$ cat src/rtl/branch_pc_pkg.sv
package branch_pc_pkg;
  localparam int unsigned XLEN      = 32;
  localparam int unsigned OFF_W     = 24;
  localparam int unsigned COND_W    = 4;
  localparam int unsigned CLASS_W   = 3;
  localparam int unsigned WORD_SH   = 2;
  localparam int unsigned BIAS_WRDS = 2;

  localparam logic [COND_W-1:0]  COND_ALWAYS  = 4'b1110;
  localparam logic [CLASS_W-1:0] CLASS_BRANCH = 3'b101;

  typedef struct packed {
    logic [COND_W-1:0]  cond;
    logic [CLASS_W-1:0] cls;
    logic               link;
    logic [OFF_W-1:0]   off;
  } br_fields_t;

  typedef struct packed {
    logic             is_branch;
    logic             always_cond;
    logic             link;
    logic [OFF_W-1:0] off;
  } br_dec_t;
endpackage

$ cat src/rtl/br_decode.sv
module br_decode
  import branch_pc_pkg::*;
(
  input  logic [XLEN-1:0] insn_i,
  output br_dec_t         dec_o
);
  br_fields_t f;
  assign f = br_fields_t'(insn_i);

  always_comb begin
    dec_o.is_branch   = (f.cls == CLASS_BRANCH);
    dec_o.always_cond = (f.cond == COND_ALWAYS);
    dec_o.link        = f.link;
    dec_o.off         = f.off;
  end
endmodule

$ cat src/rtl/br_cond_gate.sv
module br_cond_gate
  import branch_pc_pkg::*;
(
  input  logic    valid_i,
  input  logic    pass_i,
  input  br_dec_t dec_i,
  output logic    take_o,
  output logic    link_o
);
  logic cond_ok;
  assign cond_ok = dec_i.always_cond | pass_i;
  assign take_o  = valid_i & dec_i.is_branch & cond_ok;
  assign link_o  = take_o & dec_i.link;
endmodule

$ cat src/rtl/br_target.sv
module br_target #(
  parameter int unsigned AW    = 32,
  parameter int unsigned OW    = 24,
  parameter int unsigned SH    = 2,
  parameter int unsigned BIASW = 2
) (
  input  logic [AW-1:0] pc_i,
  input  logic [OW-1:0] off_i,
  output logic [AW-1:0] target_o,
  output logic [AW-1:0] seq_o
);
  localparam int unsigned EXT_W = AW - OW - SH;
  localparam logic [AW-1:0] STEP = AW'(1) << SH;
  localparam logic [AW-1:0] BIAS = AW'(BIASW) << SH;

  logic [AW-1:0] off_bytes;

  generate
    if (EXT_W > 0) begin : g_ext
      assign off_bytes = {{EXT_W{off_i[OW-1]}}, off_i, {SH{1'b0}}};
    end else begin : g_trunc
      logic [OW+SH-1:0] wide;
      assign wide      = {off_i, {SH{1'b0}}};
      assign off_bytes = wide[AW-1:0];
    end
  endgenerate

  // modulo 2^AW by width
  assign target_o = pc_i + BIAS + off_bytes;
  assign seq_o    = pc_i + STEP;
endmodule

$ cat src/rtl/branch_pc_unit.sv
module branch_pc_unit
  import branch_pc_pkg::*;
#(
  parameter logic [31:0] RESET_PC = 32'h0000_0000
) (
  input  logic        clk_i,
  input  logic        rst_ni,
  input  logic [31:0] insn_i,
  input  logic        insn_valid_i,
  input  logic        cond_pass_i,
  output logic [31:0] pc_o,
  output logic        branch_taken_o,
  output logic        link_we_o,
  output logic [31:0] link_addr_o
);
  br_dec_t         dec;
  logic            take, link;
  logic [XLEN-1:0] pc_q, target, seq;
  logic            taken_q, link_q;
  logic [XLEN-1:0] link_addr_q;

  br_decode i_dec (
    .insn_i (insn_i),
    .dec_o  (dec)
  );

  br_cond_gate i_gate (
    .valid_i (insn_valid_i),
    .pass_i  (cond_pass_i),
    .dec_i   (dec),
    .take_o  (take),
    .link_o  (link)
  );

  br_target #(
    .AW    (XLEN),
    .OW    (OFF_W),
    .SH    (WORD_SH),
    .BIASW (BIAS_WRDS)
  ) i_tgt (
    .pc_i     (pc_q),
    .off_i    (dec.off),
    .target_o (target),
    .seq_o    (seq)
  );

  always_ff @(posedge clk_i or negedge rst_ni) begin
    if (!rst_ni) begin
      pc_q        <= RESET_PC;
      taken_q     <= 1'b0;
      link_q      <= 1'b0;
      link_addr_q <= '0;
    end else begin
      taken_q <= take;
      link_q  <= link;
      if (insn_valid_i) pc_q <= take ? target : seq;
      if (link) link_addr_q <= seq;
    end
  end

  assign pc_o           = pc_q;
  assign branch_taken_o = taken_q;
  assign link_we_o      = link_q;
  assign link_addr_o    = link_addr_q;
endmodule

$ cat config.mk
export PLATFORM = sky130hd
export DESIGN_NAME = branch_pc_unit
export DESIGN_NICKNAME = d
export VERILOG_FILES = /design/src/rtl/branch_pc_pkg.sv /design/src/rtl/br_decode.sv /design/src/rtl/br_cond_gate.sv /design/src/rtl/br_target.sv /design/src/rtl/branch_pc_unit.sv
export SDC_FILE = /design/constraint.sdc
export NUM_CORES = 1
export LEC_CHECK = 0
export BUFFER_PORTS_ARGS = -buffer_cell sky130_fd_sc_hd__buf_2
export CAP_MARGIN = 20
export CORE_ASPECT_RATIO = 1.2
export CORE_MARGIN = 1
export CORE_UTILIZATION = 60
export DETAILED_ROUTE_END_ITERATION = 7
export PLACE_DENSITY_LB_ADDON = 0.12
export SLEW_MARGIN = 20
export SYNTH_ARGS = -nofsm -noshare
export SYNTH_HDL_FRONTEND = slang
export SYNTH_HIERARCHICAL = 1
export SYNTH_SLANG_ARGS = --single-unit
$ cat constraint.sdc
create_clock -name clk_i -period 8.3 [get_ports clk_i]
set_input_delay 1.66 -clock clk_i [delete_from_list [all_inputs] [get_ports clk_i]]
set_output_delay 1.66 -clock clk_i [all_outputs]
set_load 0.01 [all_outputs]
Word level (Yosys, flattened, before mapping)
Index checks and enable logic that the tools add are counted.
- multiplexer cells: 1
- equality and inequality tests: 2
- bitwise operators: 4
- add/subtract/negate cells: 3
- operator list (kind ; number):
    $add 32x3->32 const B ; 1
    $add 32x32->32 ; 1
    $add 32x4->32 const B ; 1
    $mux 32 ; 1
    $eq 4x4->1 const B ; 1
    $and 1x1->1 ; 3
    $eq 3x3->1 const B ; 1
    $or 1x1->1 ; 1
- bits in registers: 66
- input port bits: 36
- output and inout port bits: 66
- logic and storage cells: 14

Depth between registers and ports, before layout
- depth after elaboration: 4
- mapped depth: 15
- depth with buffers taken out: 14

By module
Netlist, hierarchy kept.
- modules (own cells, without submodules) (module ; instances ; cells an instance ; area an instance (sq um) ; sequential area each (sq um)):
    branch_pc_unit ; 1 ; 209 ; 2875.3 ; 1651.6
    br_target ; 1 ; 344 ; 2626.3 ; 0.0
    br_decode ; 1 ; 27 ; 206.4 ; 0.0
    br_cond_gate ; 1 ; 2 ; 21.3 ; 0.0

Worst setup path after synthesis
OpenSTA, ideal clock, no wires.
- path kind: input to register
- from: in insn_i[1]
- to: reg pc_q[27] (netlist: pc_o[27])
- required time: 8163 ps
- data arrival time: 3929 ps
- slack: 4234 ps
- cell stages on the path: 15
- path through: buf_4 inv_1 ha_1 inv_1 ha_1 inv_1 fa_1 nand2b_1 a21oi_2 o41ai_4 o311ai_2 a311oi_1 xnor2_1 mux2i_1 a21oi_1
- longest elaborated chain between the ends: 2
- ends and longest elaborated chain (element ; line ; text):
    from (decl) ; branch_pc_unit.sv:8 ; input logic [31:0] insn_i,
    $add 32x32->32 ; br_target.sv:29 ; assign target_o = pc_i + BIAS + off_bytes;
    named net target[27] ; branch_pc_unit.sv:18 ; logic [XLEN-1:0] pc_q, target, seq;
    $mux 32 ; branch_pc_unit.sv:56 ; if (insn_valid_i) pc_q <= take ? target : seq;
    to (signal assigned) ; branch_pc_unit.sv:56 ;
    to (decl) ; branch_pc_unit.sv:18 ;
The timed path passes the listed nets, and every way through them passes these cells.
A chain may end at the register's enable or synchronous reset.

Worst setup path after layout
Same ends and word-level chain as after synthesis.

==> results_dict.tcl <==
set metrics [dict create \
    holdBufCountCts 0 \
    start_util 0.624 \
    ys_async_sr_fraction 1.00 \
    cts_tree "done" \
    relSlewSlack 0.427 \
    fill_cells 724 \
    cap_violations 0 \
    ys_ff_latch 66 \
    synth_area_leaders "dfrtp_1 29%, ha_1 13%, mux2_4 7.9%" \
    antenna_cells 0 \
    pre_cts_ws_ns 3.87 \
    cts_resized 0 \
    setup_viol 0 \
    grt-ovfl-total 0 \
    setup_tns_ns 0 \
    status "completed" \
    ys_types 62 \
    synthCells 582 \
    syn_nets 677 \
    clk_pin_slew_ns 0.09 \
    layout_min_cycle_time_ns 4.05 \
    grt_pass1_wl_mm 20.6 \
    grt_antenna_before_repair 0 \
    core_area_um2 9180 \
    synth_top_area_frac 0.288 \
    yosys.area.top_type "dfrtp_1" \
    fp.dieArea_um2 9950 \
    wl_mm 12.7 \
    endpoint_kind "flop" \
    synth_warnings 6 \
    vdd_drop_max_uv 233 \
    power_uw 2600 \
    fin_util 0.679 \
    cts_root_buffer "clkbuf_8" \
    routabilityCongestion 0.874 \
    ant_nets 0 \
    power_density_nw_per_um2 417 \
    cts.htree.levels 3 \
    min_path_type "flop to flop" \
    numCtsBuffers 9 \
    numPortBuffers 101 \
    dr.pass1.iters 5 \
    start_kind "primary input" \
    die_h_um 109 \
    syn2layout_area_growth_pct 8.74 \
    synth_edf_count 0 \
    slew_violations 0 \
    via_per_inst 5.79 \
    final_common_cell "buf_2" \
    ff_latch_area_um2 1650 \
    p_leak_uw 0.00279 \
    layout_common_cells "100 x buf_2, 66 x dfrtp_1, 58 x a21oi_1, 58 x ha_1, 54 x nor2_1" \
    setup_slack_ns 4.25 \
    die_x_um 91.2 \
    layout-drive-gt1-share 0.258 \
    vias 4448 \
    cp_max_fo 4 \
    rsz0062_at_grt "false" \
    skew_ns 0.0142 \
    synthesis.area_um2 5730 \
    avgRoutedWirePerCell_um 16.5 \
    yosysSeqAreaShare 0.288 \
    fin_nets 738 \
    synth_ff_type "dfrtp_1" \
    final_area_um2 6230 \
    hold_viol 0 \
    min_period_over_period 0.488 \
    std_cell_rows 38 \
    route.detailed.drc 0 \
    grt_max_degree 67 \
    worstMarginPinSlew_ns 0.859 \
    max_clock_freq_ghz 0.247 \
    cts.sinks 66 \
    dpl_cell_area_um2 5970 \
    post_cts_buffers 0 \
    track_usage 0.264 \
    critical_path_arrival_ns 4.27 \
    io_pins 102 \
    clk_path_buf_depth 2 \
    drt_iter0_markers 174 \
    dpl.hpwl_mm 9.41 \
    critPathKind "primary input to flop" \
    grt_pass1_vias 4264 \
    clk_latency_ns 0.36 \
    multiInputGateArea_um2 3590 \
    syn_avg_cell_area_um2 9.84 \
    required_ns 8.52 \
]
[flip-flops by register name (all words and copies together), names as in the netlist]
| register | cells |
|---|---|
| link_addr_o | 32 |
| branch_taken_o | 1 |
| link_we_o | 1 |
| pc_o | 32 |
[area by class of cell]
type	count	share of cell area
multi-input combinational	447	0.577
sequential	66	0.265
timing repair buffer	104	0.0884
tap	120	0.0241
clock buffer	10	0.0221
clock inverter	6	0.0145
inverter	15	0.00904
[final timing paths]
| kind | endpoint | from | slack (ns) | depth (start not counted) |
|---|---|---|---|---|
| max | pc_o[27]$_DFFE_PN0P_ | insn_i[1] | 4.25 | 15 |
| min | link_addr_o[10]$_DFFE_PN0P_ | link_addr_o[10]$_DFFE_PN0P_ | 0.51 | 1 |
| max reg2reg | pc_o[27]$_DFFE_PN0P_ | pc_o[3]$_DFFE_PN0P_ | 5.16 | 14 |
| min reg2reg | link_addr_o[10]$_DFFE_PN0P_ | link_addr_o[10]$_DFFE_PN0P_ | 0.51 | 1 |
| max in group asynchronous | pc_o[18]$_DFFE_PN0P_ | rst_ni | 6.25 | 2 |
| min in group asynchronous | link_addr_o[25]$_DFFE_PN0P_ | rst_ni | 1.49 | 2 |
[critical path, stage by stage]
cell and delay (ns):
buf_2 0.08, inv_1 0.03, ha_1 0.27, inv_1 0.06, ha_1 0.18, inv_1 0.06
fa_1 0.39, nand2b_1 0.19, a21oi_2 0.25, o41ai_4 0.15, o311ai_2 0.39, a311oi_1 0.18
xnor2_1 0.16, mux2i_1 0.13, a21oi_1 0.08
[stage by stage]
stage          hold slack (ns)  std cells
3_3_place_gp             0.489        751
4_1_cts                  0.514        767
5_1_grt                  0.524        768
2_1_floorplan            0.551        582
6_report                 0.511        768
3_5_place_dp             0.487        751
[logic make-up after synthesis]
family | count (synthesis) | synth area share
AND/OR/NAND/NOR | 144 | 0.129
AO/OA/AOI/OAI | 123 | 0.142
buffers and inverters | 69 | 0.0847
multiplexers | 66 | 0.142
flip-flops | 66 | 0.288
adder cells (fa/ha/maj) | 59 | 0.130
XOR/XNOR | 55 | 0.0841
[synth_stat cells, drive strengths merged, types with 2 or more instances]
| cell | instances |
|---|---|
| nand3 | 14 |
| a21o | 12 |
| o211ai | 7 |
| and4 | 5 |
| a221o | 2 |
| ha | 58 |
| nand2 | 30 |
| clkbuf | 6 |
| nor3b | 2 |
| inv | 15 |
| o311ai | 2 |
| nor2b | 2 |
| mux2i | 34 |
| nand4 | 12 |
| nor3 | 4 |
| and3b | 3 |
| o21ai | 12 |
| and3 | 4 |
| and4b | 2 |
| o31a | 2 |
| a31oi | 5 |
| a21oi | 60 |
| mux2 | 32 |
| xor2 | 15 |
| xnor2 | 40 |
| dfrtp | 66 |
| a21boi | 2 |
| nand2b | 6 |
| and2 | 2 |
| buf | 48 |
| nor2 | 54 |
| a41oi | 2 |
| a211oi | 4 |
| nor4 | 2 |
[routing by layer]
metal  track usage  wire, um
met1         0.334      5680
met4         0.126       289
met3        0.0335       464
met2         0.451      6240
met5             0         0
[power breakdown]
part           internal, uW  total (uW)  switching [uW]
combinational           760        1670             911
clock                   178         314             136
sequential              456         616             160
Note: power is estimated with default switching activity, not from simulation.
